[src/rtl/ibsa_pkg.sv]
package ibsa_pkg;

    typedef enum logic [1:0] {
        COLLECT_OPCODE = 2'd0,
        COLLECT_LOW    = 2'd1,
        COLLECT_HIGH   = 2'd2,
        PRESENT        = 2'd3
    } collect_state_e;

    typedef enum logic [1:0] {
        CLASS_NONE  = 2'd0,
        CLASS_BYTE  = 2'd1,
        CLASS_WORD  = 2'd2,
        CLASS_SPARE = 2'd3
    } mode_class_e;

    localparam int unsigned CLASS_W   = 2;
    localparam int unsigned LEN_W     = 2;
    localparam int unsigned MAX_LANES = 2;

endpackage

[src/rtl/ibsa_class_decode.sv]
module ibsa_class_decode
    import ibsa_pkg::*;
(
    input  logic [CLASS_W-1:0] mode_class,
    output logic [1:0]         operand_bytes,
    output logic [LEN_W-1:0]   total_length
);

    always_comb begin
        unique case (mode_class_e'(mode_class))
            CLASS_BYTE: begin
                operand_bytes = 2'd1;
                total_length  = 2'd2;
            end
            CLASS_WORD: begin
                operand_bytes = 2'd2;
                total_length  = 2'd3;
            end
            CLASS_NONE, CLASS_SPARE: begin
                operand_bytes = 2'd0;
                total_length  = 2'd1;
            end
            default: begin
                operand_bytes = 2'd0;
                total_length  = 2'd1;
            end
        endcase
    end

endmodule

[src/rtl/ibsa_collect_fsm.sv]
module ibsa_collect_fsm
    import ibsa_pkg::*;
(
    input  logic                 clk,
    input  logic                 rst,
    input  logic                 byte_valid,
    input  logic                 ins_ack,
    input  logic [1:0]           operand_bytes,
    input  logic [LEN_W-1:0]     total_length,
    output logic                 byte_ready,
    output logic                 byte_taken,
    output logic                 opcode_we,
    output logic [MAX_LANES-1:0] lane_we,
    output logic                 present,
    output logic [LEN_W-1:0]     length_q
);

    collect_state_e state_q, state_d;
    logic           two_lanes_q;

    // state register and the per-instruction attributes latched with the opcode
    always_ff @(posedge clk) begin
        if (rst) begin
            state_q     <= COLLECT_OPCODE;
            two_lanes_q <= 1'b0;
            length_q    <= 2'd1;
        end else begin
            state_q <= state_d;
            if (opcode_we) begin
                two_lanes_q <= (operand_bytes == 2'd2);
                length_q    <= total_length;
            end
        end
    end

    // next-state logic
    always_comb begin
        state_d = state_q;
        unique case (state_q)
            COLLECT_OPCODE:
                if (byte_valid) state_d = (operand_bytes == 2'd0) ? PRESENT : COLLECT_LOW;
            COLLECT_LOW:
                if (byte_valid) state_d = two_lanes_q ? COLLECT_HIGH : PRESENT;
            COLLECT_HIGH:
                if (byte_valid) state_d = PRESENT;
            PRESENT:
                if (ins_ack) state_d = COLLECT_OPCODE;
            default:
                state_d = COLLECT_OPCODE;
        endcase
    end

    // outputs decoded from the current state
    always_comb begin
        byte_ready = 1'b0;
        opcode_we  = 1'b0;
        lane_we    = '0;
        present    = 1'b0;
        unique case (state_q)
            COLLECT_OPCODE: begin
                byte_ready = 1'b1;
                opcode_we  = byte_valid;
            end
            COLLECT_LOW: begin
                byte_ready = 1'b1;
                lane_we[0] = byte_valid;
            end
            COLLECT_HIGH: begin
                byte_ready = 1'b1;
                lane_we[1] = byte_valid;
            end
            PRESENT: begin
                present = 1'b1;
            end
            default: begin
                byte_ready = 1'b0;
            end
        endcase
        byte_taken = byte_valid & byte_ready;
    end

endmodule

[src/rtl/ibsa_operand_lanes.sv]
module ibsa_operand_lanes
    import ibsa_pkg::*;
#(
    parameter int unsigned DATA_W = 8
) (
    input  logic                        clk,
    input  logic                        rst,
    input  logic                        clear,
    input  logic [MAX_LANES-1:0]        lane_we,
    input  logic [DATA_W-1:0]           data_in,
    output logic [MAX_LANES*DATA_W-1:0] operand
);

    // lane 0 holds the first operand byte of the stream, lane 1 the second
    for (genvar g = 0; g < MAX_LANES; g++) begin : g_lane
        logic [DATA_W-1:0] lane_q;
        always_ff @(posedge clk) begin
            if (rst || clear)    lane_q <= '0;
            else if (lane_we[g]) lane_q <= data_in;
        end
        assign operand[g*DATA_W +: DATA_W] = lane_q;
    end

endmodule

[src/rtl/ibsa_fetch_counter.sv]
module ibsa_fetch_counter #(
    parameter int unsigned ADDR_W   = 16,
    parameter logic [ADDR_W-1:0] RESET_PC = '0
) (
    input  logic              clk,
    input  logic              rst,
    input  logic              load,
    input  logic [ADDR_W-1:0] load_value,
    input  logic              step,
    output logic [ADDR_W-1:0] count
);

    localparam logic [ADDR_W-1:0] STEP_ONE = ADDR_W'(1);

    always_ff @(posedge clk) begin
        if (rst)       count <= RESET_PC;
        else if (load) count <= load_value;
        else if (step) count <= count + STEP_ONE;
    end

endmodule

[src/rtl/instr_byte_assembler.sv]
module instr_byte_assembler
    import ibsa_pkg::*;
#(
    parameter int unsigned DATA_W   = 8,
    parameter int unsigned ADDR_W   = 16,
    parameter logic [ADDR_W-1:0] RESET_PC = '0
) (
    input  logic                        clk,
    input  logic                        rst,
    input  logic                        byte_valid,
    input  logic [DATA_W-1:0]           byte_data,
    input  logic [CLASS_W-1:0]          byte_class,
    output logic                        byte_ready,
    input  logic                        pc_load,
    input  logic [ADDR_W-1:0]           pc_load_value,
    output logic [ADDR_W-1:0]           pc_out,
    output logic                        ins_valid,
    input  logic                        ins_ack,
    output logic [DATA_W-1:0]           ins_opcode,
    output logic [MAX_LANES*DATA_W-1:0] ins_operand,
    output logic [LEN_W-1:0]            ins_length
);

    logic [1:0]           operand_bytes;
    logic [LEN_W-1:0]     total_length;
    logic                 byte_taken;
    logic                 opcode_we;
    logic [MAX_LANES-1:0] lane_we;
    logic [DATA_W-1:0]    opcode_q;

    ibsa_class_decode u_decode (
        .mode_class    (byte_class),
        .operand_bytes (operand_bytes),
        .total_length  (total_length)
    );

    ibsa_collect_fsm u_fsm (
        .clk           (clk),
        .rst           (rst),
        .byte_valid    (byte_valid),
        .ins_ack       (ins_ack),
        .operand_bytes (operand_bytes),
        .total_length  (total_length),
        .byte_ready    (byte_ready),
        .byte_taken    (byte_taken),
        .opcode_we     (opcode_we),
        .lane_we       (lane_we),
        .present       (ins_valid),
        .length_q      (ins_length)
    );

    ibsa_operand_lanes #(.DATA_W(DATA_W)) u_lanes (
        .clk     (clk),
        .rst     (rst),
        .clear   (opcode_we),
        .lane_we (lane_we),
        .data_in (byte_data),
        .operand (ins_operand)
    );

    ibsa_fetch_counter #(.ADDR_W(ADDR_W), .RESET_PC(RESET_PC)) u_pc (
        .clk        (clk),
        .rst        (rst),
        .load       (pc_load),
        .load_value (pc_load_value),
        .step       (byte_taken),
        .count      (pc_out)
    );

    always_ff @(posedge clk) begin
        if (rst)            opcode_q <= '0;
        else if (opcode_we) opcode_q <= byte_data;
    end

    assign ins_opcode = opcode_q;

endmodule

[config.mk]
export PLATFORM = sky130hd
export DESIGN_NAME = instr_byte_assembler
export DESIGN_NICKNAME = d
export VERILOG_FILES = /design/src/rtl/ibsa_pkg.sv /design/src/rtl/ibsa_class_decode.sv /design/src/rtl/ibsa_collect_fsm.sv /design/src/rtl/ibsa_operand_lanes.sv /design/src/rtl/ibsa_fetch_counter.sv /design/src/rtl/instr_byte_assembler.sv
export SDC_FILE = /design/constraint.sdc
export NUM_CORES = 1
export LEC_CHECK = 0
export BUFFER_PORTS_ARGS = -buffer_cell sky130_fd_sc_hd__buf_2
export CAP_MARGIN = 5
export CORE_ASPECT_RATIO = 1.75
export CORE_UTILIZATION = 40
export CTS_CLUSTER_SIZE = 25
export DETAILED_ROUTE_END_ITERATION = 8
export PLACE_DENSITY = 0.68
export SYNTH_ARGS = -nofsm -noshare
export SYNTH_HDL_FRONTEND = slang
export SYNTH_SLANG_ARGS = --single-unit
export TNS_END_PERCENT = 100
[constraint.sdc]
create_clock -name clk -period 3.3 [get_ports clk]
set_input_delay 0.495 -clock clk [delete_from_list [all_inputs] [get_ports clk]]
set_output_delay 0.495 -clock clk [all_outputs]
set_load 0.005 [all_outputs]
; ---- Yosys cells after proc, flatten, opt, wreduce, memory -nomap -nowiden
; Cells that the tools add are included.
[op_classes]
muxes = 16
n_reduce_logical = 8
bitwise = 1
n_addsub = 1
eq_ne = 11
[op_table]
columns = operator, n
row1 = $mux 16, 2
row2 = $add 16x1->16 const B, 1
row3 = $pmux 2 s3, 2
row4 = $eq 2x2->1 const B, 5
row5 = $mux 2, 5
row6 = $ne 2x2->1 const B, 4
row7 = $pmux 2 s4, 1
row8 = $logic_not 2->1, 3
row9 = $mux 1, 6
row10 = $eq 2x1->1 const B, 2
row11 = $reduce_and 4->1, 1
row12 = $reduce_or 3->1, 1
row13 = $reduce_bool 2->1, 1
row14 = $reduce_or 2->1, 1
row15 = $and 1x1->1, 1
row16 = $logic_or 1x1->1, 1
[totals]
word_cells = 44
register_bits = 45
out_inout_bits = 44
inputBits = 31

; ---- Logic depth before layout (Yosys ltp)
; Gate-level depths: netlist of the first run.
[logic_depth]
depth_word = 7
ltp_mapped = 7
depth_no_buf = 6

; ---- Hierarchy
; From an unflattened synthesis of the first run, not the netlist that was laid out.
[unflattened]
hier_cells = 238
area_unflattened_um2 = 2274.7
[modules_own_cells]
columns = mod, cells_per_inst, seq_area_each_um2, n_inst, area_per_inst_um2
row1 = ibsa_fetch_counter, 112, 320.3, 1, 984.7
row2 = ibsa_operand_lanes, 53, 320.3, 1, 585.6
row3 = ibsa_collect_fsm, 40, 100.1, 1, 366.6
row4 = instr_byte_assembler, 26, 160.2, 1, 285.3
row5 = ibsa_class_decode, 7, 0.0, 1, 52.6

; ---- Least setup slack after synthesis of the first run
; OpenSTA, ideal clock, no wires.
[synth_timing]
kind = register -> register
startpoint = register u_fsm.state_q[0]
endpoint = register u_fsm.state_q[0]
path_slack_ps = 1639
n_path_buf = 1
required_time_ps = 3205
arrival_time_ps = 1566
period_less_slack_ps = 1661
path_stages_with_launch = 8
setup_ps = 95
cell_sequence = dfxtp_1 -> inv_1 -> ha_1 -> buf_2 -> nor3_1 -> a2bb2oi_1 -> o21ai_0 -> a221oi_1
[synth_between]
elab_chain_len = 3
elab_cells_between_ends = 10
classes_between = eq/ne (7) / mux (1) / reduce/logical (2)
[synth_lines]
columns = element, line
row1 = start: declaration, ibsa_collect_fsm.sv:18  ; collect_state_e state_q, state_d;
row2 = start signal: assignment, ibsa_collect_fsm.sv:28  ; state_q <= state_d;
row3 = "$eq 2x2->1, or another cell as far along", ibsa_collect_fsm.sv:39  ; unique case (state_q)
row4 = $ne 2x2->1 (no source line), -
row5 = $reduce_and 4->1 (no source line), -
; Several ways; a longest one is shown, not always the timed one.
; A chain may end at the register's enable or synchronous reset.

; ---- Worst setup path in the final report of the first run
[layout_timing]
startpoint = register u_fsm.state_q[1]
endpoint = register u_fsm.state_q[0]
; Same word-level chain as after synthesis.

==> results of run 1 <==
metrics by stage:
stage	setup slack [ns]	std cells	power (mW)
floorplan	1.64	260	0.970
global placement	1.35	374	1.11
detailed placement	1.28	374	1.12
CTS	1.35	382	1.55
global route	1.18	382	1.62
finish	1.38	382	1.53
power by group through the flow:
stage | logic [mW] | clock network (mW) | registers, mW
6_report | 0.431 | 0.431 | 0.673
5_1_grt | 0.485 | 0.452 | 0.683
4_1_cts | 0.437 | 0.441 | 0.675
3_5_place_dp | 0.435 | 0 | 0.687
3_3_place_gp | 0.422 | 0 | 0.686
2_1_floorplan | 0.289 | 0 | 0.681
critical path: cells and delay by family (launching register included):
family | cells | cell delay [ns]
AOI/OAI and AO/OA | 3 | 0.73
DFF | 1 | 0.43
adders and majority gates | 1 | 0.33
and+or+nand+nor | 1 | 0.23
buffers and inverters | 1 | 0.11
layer usage:
layer,vias up,global-route usage
met5,-,0
met4,0,0.0882
met3,8,0.0338
met2,66,0.371
met1,948,0.180
li1,1019,-
path summary, 6_finish.rpt:
| kind | start | end | slack [ns] | depth (start not counted) |
|---|---|---|---|---|
| max | u_fsm.state_q[1] | u_fsm.state_q[0] | 1.38 | 6 |
| min | pc_load_value[2] | u_pc.count[2] | 0.43 | 3 |
| max reg2reg | u_fsm.state_q[1] | u_fsm.state_q[0] | 1.38 | 6 |
| min reg2reg | u_lanes.g_lane[0].lane_q[4] | u_lanes.g_lane[0].lane_q[4] | 0.46 | 2 |
sequential cells by signal, summed over array words and instances (netlist names):
signal	flops
u_fsm.length_q	2
ins_opcode	8
u_fsm.two_lanes_q	1
u_lanes.g_lane.lane_q	16
u_pc.count	16
u_fsm.state_q	2
placed cells by master, fill, tap and decap left out, drive strengths merged, types with 3 or more instances in the layout:
| master | synthesis | routed |
|---|---|---|
| buf | 4 | 74 |
| dfxtp | 45 | 45 |
| nand2 | 42 | 42 |
| a21oi | 36 | 36 |
| nand3 | 21 | 21 |
| inv | 18 | 18 |
| o21a | 9 | 9 |
| ha | 9 | 9 |
| nor2 | 7 | 7 |
| clkbuf | 11 | 7 |
| xnor2 | 5 | 5 |
| nor3 | 5 | 5 |
| xor2 | 5 | 5 |
| nor4 | 5 | 5 |
| mux2i | 4 | 4 |
| o31a | 4 | 4 |
| and3 | 4 | 4 |
| nand4 | 3 | 3 |
layout make-up:
class,instances,share of cell area
clock buffer,7,0.0327
clock inverter,1,0.0114
inverter,18,0.0256
multi-input combinational,182,0.422
sequential,45,0.342
tap,55,0.0261
timing repair buffer,74,0.140
logic make-up (layout without fill, tap and decap cells):
| family | count (synthesis) | in the layout | share of synthesized area |
|---|---|---|---|
| AND/OR/NAND/NOR | 99 | 99 | 0.229 |
| AO/OA/AOI/OAI | 59 | 59 | 0.170 |
| flip-flops | 45 | 45 | 0.418 |
| buffers and inverters | 33 | 100 | 0.0656 |
| XOR/XNOR | 10 | 10 | 0.0406 |
| adder cells (fa/ha/maj) | 9 | 9 | 0.0523 |
| multiplexers | 5 | 5 | 0.0238 |
==> metrics.md, run 1 <==
| Metric | Value |
|---|---|
| Synth Area per Inst | `8.29 µm²` |
| H-tree depth | `2` |
| Area Growth Syn to Fin | `22.4%` |
| Main synth FF type | `dfxtp_1` |
| Post-synth top cells | `dfxtp_1, nand2_1, a21oi_1, nand3_1, inv_1` |
| Multi-input gate area | `0.00111 mm²` |
| Crit path launch type | `flop` |
| Reg clk slew, reported paths | `0.09 ns` |
| Count leader, synth | `dfxtp_1` |
| Leakage power | `1.22 nW` |
| Via count | `2,041` |
| Final Wtd Congestion | `0.777` |
| Sink Count | `45` |
| Clk buf depth | `2` |
| Synth Instances | `260` |
| Clk Latency, worst-skew pair | `0.30 ns` |
| #FFs+latches synth | `45` |
| Fraction of registers with async set/reset | `0` |
| First-pass DRT Iterations | `7` |
| Worst min path class | `primary input to flop` |
| Post-DP Area | `0.00252 mm²` |
| Met3 WL | `271 µm` |
| Skew final | `0.00706 ns` |
| Die height | `99.1 µm` |
| Period utilization | `0.583` |
| Failing checks | `DRC` |
| Peak supply drop | `0.356 mV` |
| Clock power frac | `0.281` |
| Outcome | `finished with violations` |
| Worst-Margin Slew | `0.591 ns` |
| Critical path's slowest cell | `dfxtp_1` |
| Cts bufs inserted | `5` |
| Largest net degree at the start of global routing | `32` |
| # diodes | `0` |
| Vias in the first global route | `1,902` |
| Post-synth cell types | `44` |
| Die ar. | `0.00570 mm²` |
| Starting Density | `0.413` |
| Top-area cell type share of the netlist area | `0.418` |
| Final ANT Viol Nets | `0` |
| Final setup vio count | `0` |
| Mapped cell area | `0.00215 mm²` |
| Worst EP required | `3.51 ns` |
| Filler Cell Count | `524` |
| CP cell instances | `inv_1, ha_1, nor3_1, a2bb2oi_1, o21ai_0, a221oi_1` |
| Row cnt | `35` |
| CORE AREA | `0.00521 mm²` |
| EDFF count, synth | `0` |
| Met2 routed WL | `2930 µm` |
| Final hold slack | `0.434 ns` |
| Peak Freq | `520 MHz` |
| Avg WL per Cell | `13.7 µm` |
| Storage cell area | `901 µm²` |
| Logic pwr share | `0.281` |
| Initial antenna violation count | `0` |
| # port buffers | `74` |
| Total GRT Usage | `0.189` |
| Total gr overflow | `0` |
| Synth area leaders | `dfxtp_1, a21oi_1, nand2_1, ha_1, nand3_1` |
| First-pass GRT wire length | `8290 µm` |
| Max-slew violation count | `0` |
| Setup Crit Path Kind | `flop to flop` |
| Switching part of the total | `0.322` |
| Pwr dens | `582 mW/mm²` |
| Post-CTS sizing | `0` |
| Layout Nets | `366` |
| Top sig layer | `met4` |
| TritonCTS clock tree | `built` |
| Met1 WL | `1930 µm` |
| RSZ-0062 raised after global routing | `no` |
| Maximum Capacitance Violations | `0` |
| Post-CTS setup buffers | `0` |
| Clk root buf | `clkbuf_8` |
| Dpl hpwl | `3940 µm` |
| Max FO, Critical Path | `11` |
| Ports | `75` |
| Critical Path Sink Type | `flop` |
| P_int | `1.04 mW` |
| Die Wd | `57.5 µm` |
| Layout cell share with drive strength beyond 1 | `0.269` |
| Hold Buf Count CTS | `0` |
| Seq pwr share | `0.439` |
| Initial DRC Count | `84` |
| Design area | `0.00264 mm²` |
| Post-synthesis sequential area ratio | `0.418` |
| Final core occ | `0.506` |
| Synth warnings | `0` |
| Leading area contributor after synthesis | `dfxtp_1` |
| Net switching power | `0.494 mW` |
| DRC | `5` |
| Post-synthesis net count | `300` |
| CP arrival | `2.14 ns` |
| Clock period minus worst slack | `1.92 ns` |
| Setup TNS | `0 ns` |
| Vias per inst | `5.34` |
| Worst path max stage delay | `0.43 ns` |
| Slew headroom | `0.606` |
| Hold Vio Cnt, Final | `0` |
| Total wire length | `5230 µm` |
Note: power is estimated with default switching activity, not from simulation.
==> run 2, diff against run 1 <==
Settings changed: ABC_AREA from default to 1.
Clock period 3.3 ns to 1.8 ns, I/O delays scaled along.
==> metrics.md, run 2 <==
| Metric | Value |
|---|---|
| Layout cell share with drive strength beyond 1 | `0.251 (-0.0185)` |
| Total power | `2.90 mW (+89%)` |
| Post-DP Area | `0.00271 mm² (+7.5%)` |
| Logic pwr share | `0.258 (-0.023)` |
| Crit path launch type | `flop` |
| Hold Startpoint | `byte_data[3]` |
| Sink Count | `45 (unchanged)` |
| Synth Instances | `327 (+26%)` |
| Die height | `101 µm (+2.0%)` |
| Post-CTS setup buffers | `0 (unchanged)` |
| DRC | `0 (-5)` |
| Clk Latency, worst-skew pair | `0.29 ns (about the same)` |
| Seq pwr share | `0.431 (-0.008)` |
| Main synth FF type | `dfxtp_1` |
| Total wire length | `5890 µm (+13%)` |
| Avg WL per Cell | `12.2 µm (-11%)` |
| First-pass DRT Iterations | `4 (-3)` |
| Critical R2R Capture | `u_lanes.g_lane[1].lane_q[4]` |
| Cts bufs inserted | `5 (unchanged)` |
| Largest net degree at the start of global routing | `17 (-47%)` |
| Total gr overflow | `0 (unchanged)` |
| Die ar. | `0.00593 mm² (+4.1%)` |
| Reg2Reg Depth | `5 (-1)` |
| Design area | `0.00284 mm² (+7.9%)` |
| Area Growth Syn to Fin | `26.7%` |
| Clk root buf | `clkbuf_8` |
| Row cnt | `35 (unchanged)` |
| Top-area cell type share of the netlist area | `0.401 (-0.0168)` |
| First-pass GRT wire length | `9540 µm (+15%)` |
| Switching part of the total | `0.310 (-0.0122)` |
| Post-synthesis net count | `367 (+22%)` |
| Critical path's slowest cell | `dfxtp_1` |
| Clock period minus worst slack | `1.58 ns (-0.344 ns)` |
| Worst-Margin Slew | `0.516 ns (-0.0752 ns)` |
| Hold depth | `3 (unchanged)` |
| Fraction of registers with async set/reset | `0 (unchanged)` |
| Initial DRC Count | `99 (+18%)` |
| Initial antenna violation count | `0 (unchanged)` |
| Reg clk slew, reported paths | `0.09 ns (about the same)` |
| Clock power frac | `0.310 (+0.029)` |
| P_int | `2.00 mW (+93%)` |
| Count leader, synth | `nand2_1` |
| Hold EP | `u_lanes.g_lane[1].lane_q[3]` |
| # port buffers | `74 (unchanged)` |
| # diodes | `0 (unchanged)` |
| Slew headroom | `0.655 (+0.0493)` |
| Skew final | `0.00620 ns (-0.000867 ns)` |
| Worst path max stage delay | `0.43 ns (about the same)` |
| Leading area contributor after synthesis | `dfxtp_1` |
| Post-synth top cells | `nand2_1, dfxtp_1, nor2_1, inv_1, a21oi_1` |
| Vias in the first global route | `2,220 (+17%)` |
| Final hold slack | `0.237 ns (-0.197 ns)` |
| Peak supply drop | `0.668 mV (+87%)` |
| Via count | `2,333 (+14%)` |
| Hold Vio Cnt, Final | `0 (unchanged)` |
| Most common cell after layout, fill and taps aside | `nand2_1` |
| Synth area leaders | `dfxtp_1, nand2_1, nor2_1, inv_1, a21oi_1` |
| Synth Area per Inst | `6.86 µm² (-17%)` |
| Leakage power | `1.36 nW (+11%)` |
| Vias per inst | `4.85 (-9.2%)` |
| Commonest cells after routing, fill and taps aside | `nand2_1, buf_2, dfxtp_1` |
| Ports | `75 (unchanged)` |
| Final ANT Viol Nets | `0 (unchanged)` |
| CP arrival | `1.79 ns (-0.35 ns)` |
| Post-CTS sizing | `0 (unchanged)` |
| TritonCTS clock tree | `built` |
| Hold Buf Count CTS | `0 (unchanged)` |
| FF-to-FF setup slack | `0.22 ns (-1.16 ns)` |
| Layout Nets | `446 (+22%)` |
| Die Wd | `58.6 µm (+2.0%)` |
| Non-filler cells, final | `481 (+26%)` |
| EDFF count, synth | `0 (unchanged)` |
| Post-synthesis sequential area ratio | `0.401 (-0.0168)` |
| Max-slew violation count | `0 (unchanged)` |
| Clk buf depth | `2 (unchanged)` |
| Setup TNS | `0 ns (unchanged)` |
| Synth warnings | `0 (unchanged)` |
| Period utilization | `0.877 (+0.294)` |
| Worst min path class | `primary input to flop` |
| Cell mode on critical path | `nand2_1` |
| Net switching power | `0.900 mW (+82%)` |
| Max FO, Critical Path | `16 (+5)` |
| Maximum Capacitance Violations | `0 (unchanged)` |
| Dpl hpwl | `4570 µm (+16%)` |
| Worst EP required | `2.01 ns (-1.50 ns)` |
| Critical Path Sink Type | `flop` |
| H-tree depth | `2 (unchanged)` |
| Placed cell count | `473 (+26%)` |
| Pwr dens | `1020 mW/mm² (+75%)` |
| Setup Crit Path Kind | `flop to flop` |
| Post-synth cell types | `29 (-34%)` |
| Total GRT Usage | `0.209 (+0.0201)` |
| Mapped cell area | `0.00224 mm² (+4.2%)` |
| CORE AREA | `0.00534 mm² (+2.5%)` |
| Final setup vio count | `0 (unchanged)` |
| Final Wtd Congestion | `0.921 (+19%)` |
| Peak Freq | `633 MHz (+22%)` |
| Outcome | `finished, final reports clean` |
| Filler Cell Count | `569 (+8.6%)` |
| CP cell instances | `inv_1, ha_1, nand2_1, nand2_1, a21oi_1` |
| RR Startpoint | `u_fsm.state_q[0]` |
| Starting Density | `0.420 (+0.00670)` |
| RSZ-0062 raised after global routing | `no` |
| #FFs+latches synth | `45 (unchanged)` |
==> run 2: cell count changes after synthesis, sizes merged, moves of 4 or more <==
cell,change
nand3,-6
nor3,-4
and3,-4
inv,+24
nor4,-5
o31a,-4
xor2,-4
a21oi,-4
nand2,+46
o21ai,+31
o21a,-8
nor2,+34
clkbuf,-8
==> run 2: worst max-delay path: cells and delay by family (launching register included) <==
family          cells  cell delay [ns]
simple gates        2             0.47
compound gates      1             0.25
buf+inv             1             0.12
fa+ha+maj           1             0.22
flops               1             0.43
==> run 2: final cells by class <==
type | count | area (µm²) | area share
multi-input combinational | 231 | 1140 | 0.401
sequential | 45 | 901 | 0.317
timing repair buffer | 80 | 415 | 0.146
inverter | 43 | 161 | 0.0568
tap | 74 | 92.6 | 0.0326
clock buffer | 5 | 68.8 | 0.0242
clock inverter | 3 | 65.1 | 0.0229
==> run 2: per-layer routing <==
layer	vias to the layer above	track usage	wire length (µm)
met4	0	0.103	172
met3	14	0.0347	346
met1	1037	0.217	2260
li1	1195	-	-
met5	-	0	0
met2	87	0.391	3110
==> run 2: kinds of logic (layout without fill, tap and decap cells) <==
logic type | Yosys count | in the layout | share of synthesized area
AO/OA/AOI/OAI | 71 | 71 | 0.176
XOR/XNOR | 3 | 3 | 0.0117
AND/OR/NAND/NOR | 147 | 147 | 0.265
flip-flops | 45 | 45 | 0.401
buffers and inverters | 51 | 131 | 0.0909
adder cells (fa/ha/maj) | 9 | 9 | 0.0502
multiplexers | 1 | 1 | 0.00446
==> run 2: stage by stage <==
step | setup slack (ns) | utilization
after floorplan | 0.417 | -
after global placement | 0.269 | 0.507
after detailed placement | 0.216 | 0.507
after CTS | 0.189 | 0.532
after global routing | 0.0267 | 0.532
final | 0.221 | 0.532
==> run 2: how the worst max path moves through the flow <==
stage / from / end / slack [ns] / cells after the start
floorplan: u_fsm.state_q[0] / u_pc.count[10] / 0.42 / 10
global placement: u_fsm.state_q[0] / u_lanes.g_lane[0].lane_q[0] / 0.27 / 5
detailed placement: u_fsm.state_q[0] / u_lanes.g_lane[1].lane_q[4] / 0.22 / 5
CTS: u_fsm.state_q[0] / u_lanes.g_lane[1].lane_q[4] / 0.19 / 5
global route: u_fsm.state_q[0] / u_lanes.g_lane[1].lane_q[4] / 0.03 / 5
finish: u_fsm.state_q[0] / u_lanes.g_lane[1].lane_q[4] / 0.22 / 5
==> run 2: power groups by stage <==
stage	combinational [mW]	clock (mW)	sequential, mW
floorplan	0.453	0	1.27
global placement	0.746	0	1.27
detailed placement	0.759	0	1.28
CTS	0.761	0.932	1.25
global route	0.866	0.960	1.27
finish	0.751	0.900	1.25
==> run 3, diff against run 2 <==
Settings changed: GPL_TIMING_DRIVEN from default to 0.
==> metrics.md, run 3 (synthesized netlist as in run 2, its figures left out) <==
| Metric | Value |
|---|---|
| Worst-Margin Slew | `0.635 ns (+0.119 ns)` |
| Clock period minus worst slack | `1.61 ns (+0.0296 ns)` |
| Sink Count | `45 (unchanged)` |
| Total GRT Usage | `0.208 (-0.00125)` |
| Hold Vio Cnt, Final | `0 (unchanged)` |
| Setup TNS | `0 ns (unchanged)` |
| Ports | `75 (unchanged)` |
| Crit path launch type | `flop` |
| CP arrival | `1.80 ns (about the same)` |
| H-tree depth | `2 (unchanged)` |
| Peak Freq | `622 MHz (-1.8%)` |
| Most common cell after layout, fill and taps aside | `nand2_1` |
| Filler Cell Count | `601 (+5.6%)` |
| Final core occ | `0.524 (-0.00867)` |
| Row cnt | `35 (unchanged)` |
| Area Growth Syn to Fin | `24.6%` |
| Avg WL per Cell | `12.1 µm (-0.90%)` |
| Die Wd | `58.6 µm (unchanged)` |
| Final Wtd Congestion | `0.895 (-2.8%)` |
| Worst EP required | `1.99 ns (-0.02 ns)` |
| Setup Crit Path Kind | `flop to flop` |
| Dpl hpwl | `4600 µm (+0.65%)` |
| Layout Nets | `447 (+0.22%)` |
| Maximum Capacitance Violations | `0 (unchanged)` |
| Commonest cells after routing, fill and taps aside | `nand2_1, buf_2, dfxtp_1` |
| Die ar. | `0.00593 mm² (unchanged)` |
| Clk Latency, worst-skew pair | `0.30 ns (about the same)` |
| Max FO, Critical Path | `6 (-10)` |
| Period utilization | `0.894 (+0.0165)` |
| Outcome | `finished, final reports clean` |
| First-pass GRT wire length | `9500 µm (-0.36%)` |
| Vias per inst | `4.94 (+1.9%)` |
| Final hold slack | `0.197 ns (-0.0398 ns)` |
| Clk root buf | `clkbuf_8` |
| Pwr dens | `951 mW/mm² (-6.9%)` |
| Total gr overflow | `0 (unchanged)` |
| Final setup vio count | `0 (unchanged)` |
| Reg clk slew, reported paths | `0.09 ns (about the same)` |
| Switching part of the total | `0.350 (+0.0401)` |
| Total wire length | `5850 µm (-0.70%)` |
| First-pass DRT Iterations | `4 (unchanged)` |
| Max-slew violation count | `0 (unchanged)` |
| Leakage power | `1.34 nW (-1.9%)` |
| Initial DRC Count | `113 (+14%)` |
| Slew headroom | `0.577 (-0.0784)` |
| Clock power frac | `0.250 (-0.060)` |
| Largest net degree at the start of global routing | `17 (unchanged)` |
| Post-CTS sizing | `0 (unchanged)` |
| Vias in the first global route | `2,261 (+1.8%)` |
| Worst min path class | `primary input to flop` |
| Via count | `2,382 (+2.1%)` |
| Final ANT Viol Nets | `0 (unchanged)` |
| Post-CTS setup buffers | `0 (unchanged)` |
| Storage cell area | `901 µm² (unchanged)` |
| RSZ-0062 raised after global routing | `no` |
| DRC | `0 (unchanged)` |
| Layout cell share with drive strength beyond 1 | `0.245 (-0.00552)` |
| Cts bufs inserted | `5 (unchanged)` |
| TritonCTS clock tree | `built` |
| # diodes | `0 (unchanged)` |
| # port buffers | `73 (-1.4%)` |
| Multi-input gate area | `0.00114 mm² (unchanged)` |
| Seq pwr share | `0.470 (+0.039)` |
| P_int | `1.73 mW (-14%)` |
| Die height | `101 µm (unchanged)` |
| Logic pwr share | `0.280 (+0.022)` |
| Clk buf depth | `2 (unchanged)` |
| Initial antenna violation count | `0 (unchanged)` |
| Net switching power | `0.931 mW (+3.5%)` |
| Starting Density | `0.420 (unchanged)` |
| Critical Path Sink Type | `flop` |
| Hold Buf Count CTS | `0 (unchanged)` |
| CORE AREA | `0.00534 mm² (unchanged)` |
| Peak supply drop | `0.700 mV (+4.7%)` |
| Skew final | `0.0102 ns (+0.00403 ns)` |
[run 3: cell types whose count changed in the layout (fill, tap and decap cells not counted)]
cell and delta:
inv_6 +1, buf_6 +1, clkinv_4 +2, buf_4 -6
clkinv_2 -1, buf_2 +3, bufinv_16 -2, clkbuf_1 +3
[run 3: path summary, 6_finish.rpt]
check	depth (start not counted)	startpoint	to	slack, ns
hold / removal	2	rst	u_pc.count[3]	0.20
setup / recovery	6	u_pc.count[0]	u_pc.count[6]	0.19
hold reg to reg	2	u_lanes.g_lane[0].lane_q[1]	u_lanes.g_lane[0].lane_q[1]	0.46
setup reg to reg	6	u_pc.count[0]	u_pc.count[6]	0.19
[run 3: layer usage]
layer  track usage  vias up  part of all wire
met5             0        -                 0
met4         0.117        0             0.039
met3        0.0411       18             0.066
met2         0.387       95              0.53
met1         0.207     1073              0.37
li1              -     1196                 -
[run 3: metrics by stage]
stage,worst slack (ns),instance area [µm²],power (mW),cells
final,0.192,2800,2.66,482
after global routing,0.0494,2800,2.87,482
after CTS,0.215,2800,2.70,482
after detailed placement,0.241,2700,2.02,474
after global placement,0.261,2700,2.00,474
after floorplan,0.417,2240,1.72,327
[run 3: critical path, cell delays in order, from the launching register on]
cell     delay (ns)
dfxtp_1        0.44
ha_1           0.25
nand3_1        0.12
nor2_1         0.31
nand2_1        0.12
xor2_1         0.18
a21oi_1        0.08
[run 3: power by group through the flow]
stage          combinational (mW)  clock [mW]  sequential, mW
2_1_floorplan               0.453           0            1.27
6_report                    0.744       0.666            1.25
4_1_cts                     0.755       0.691            1.25
3_5_place_dp                0.750           0            1.27
5_1_grt                     0.859       0.733            1.27
3_3_place_gp                0.731           0            1.27
[run 3: layout make-up]
type,count,share of cell area
Buffer,8,0.0152
Clock buffer,5,0.0246
Clock inverter,3,0.00939
Inverter,43,0.0577
Multi-Input combinational cell,231,0.407
Sequential cell,45,0.322
Tap cell,74,0.0331
Timing Repair Buffer,73,0.131
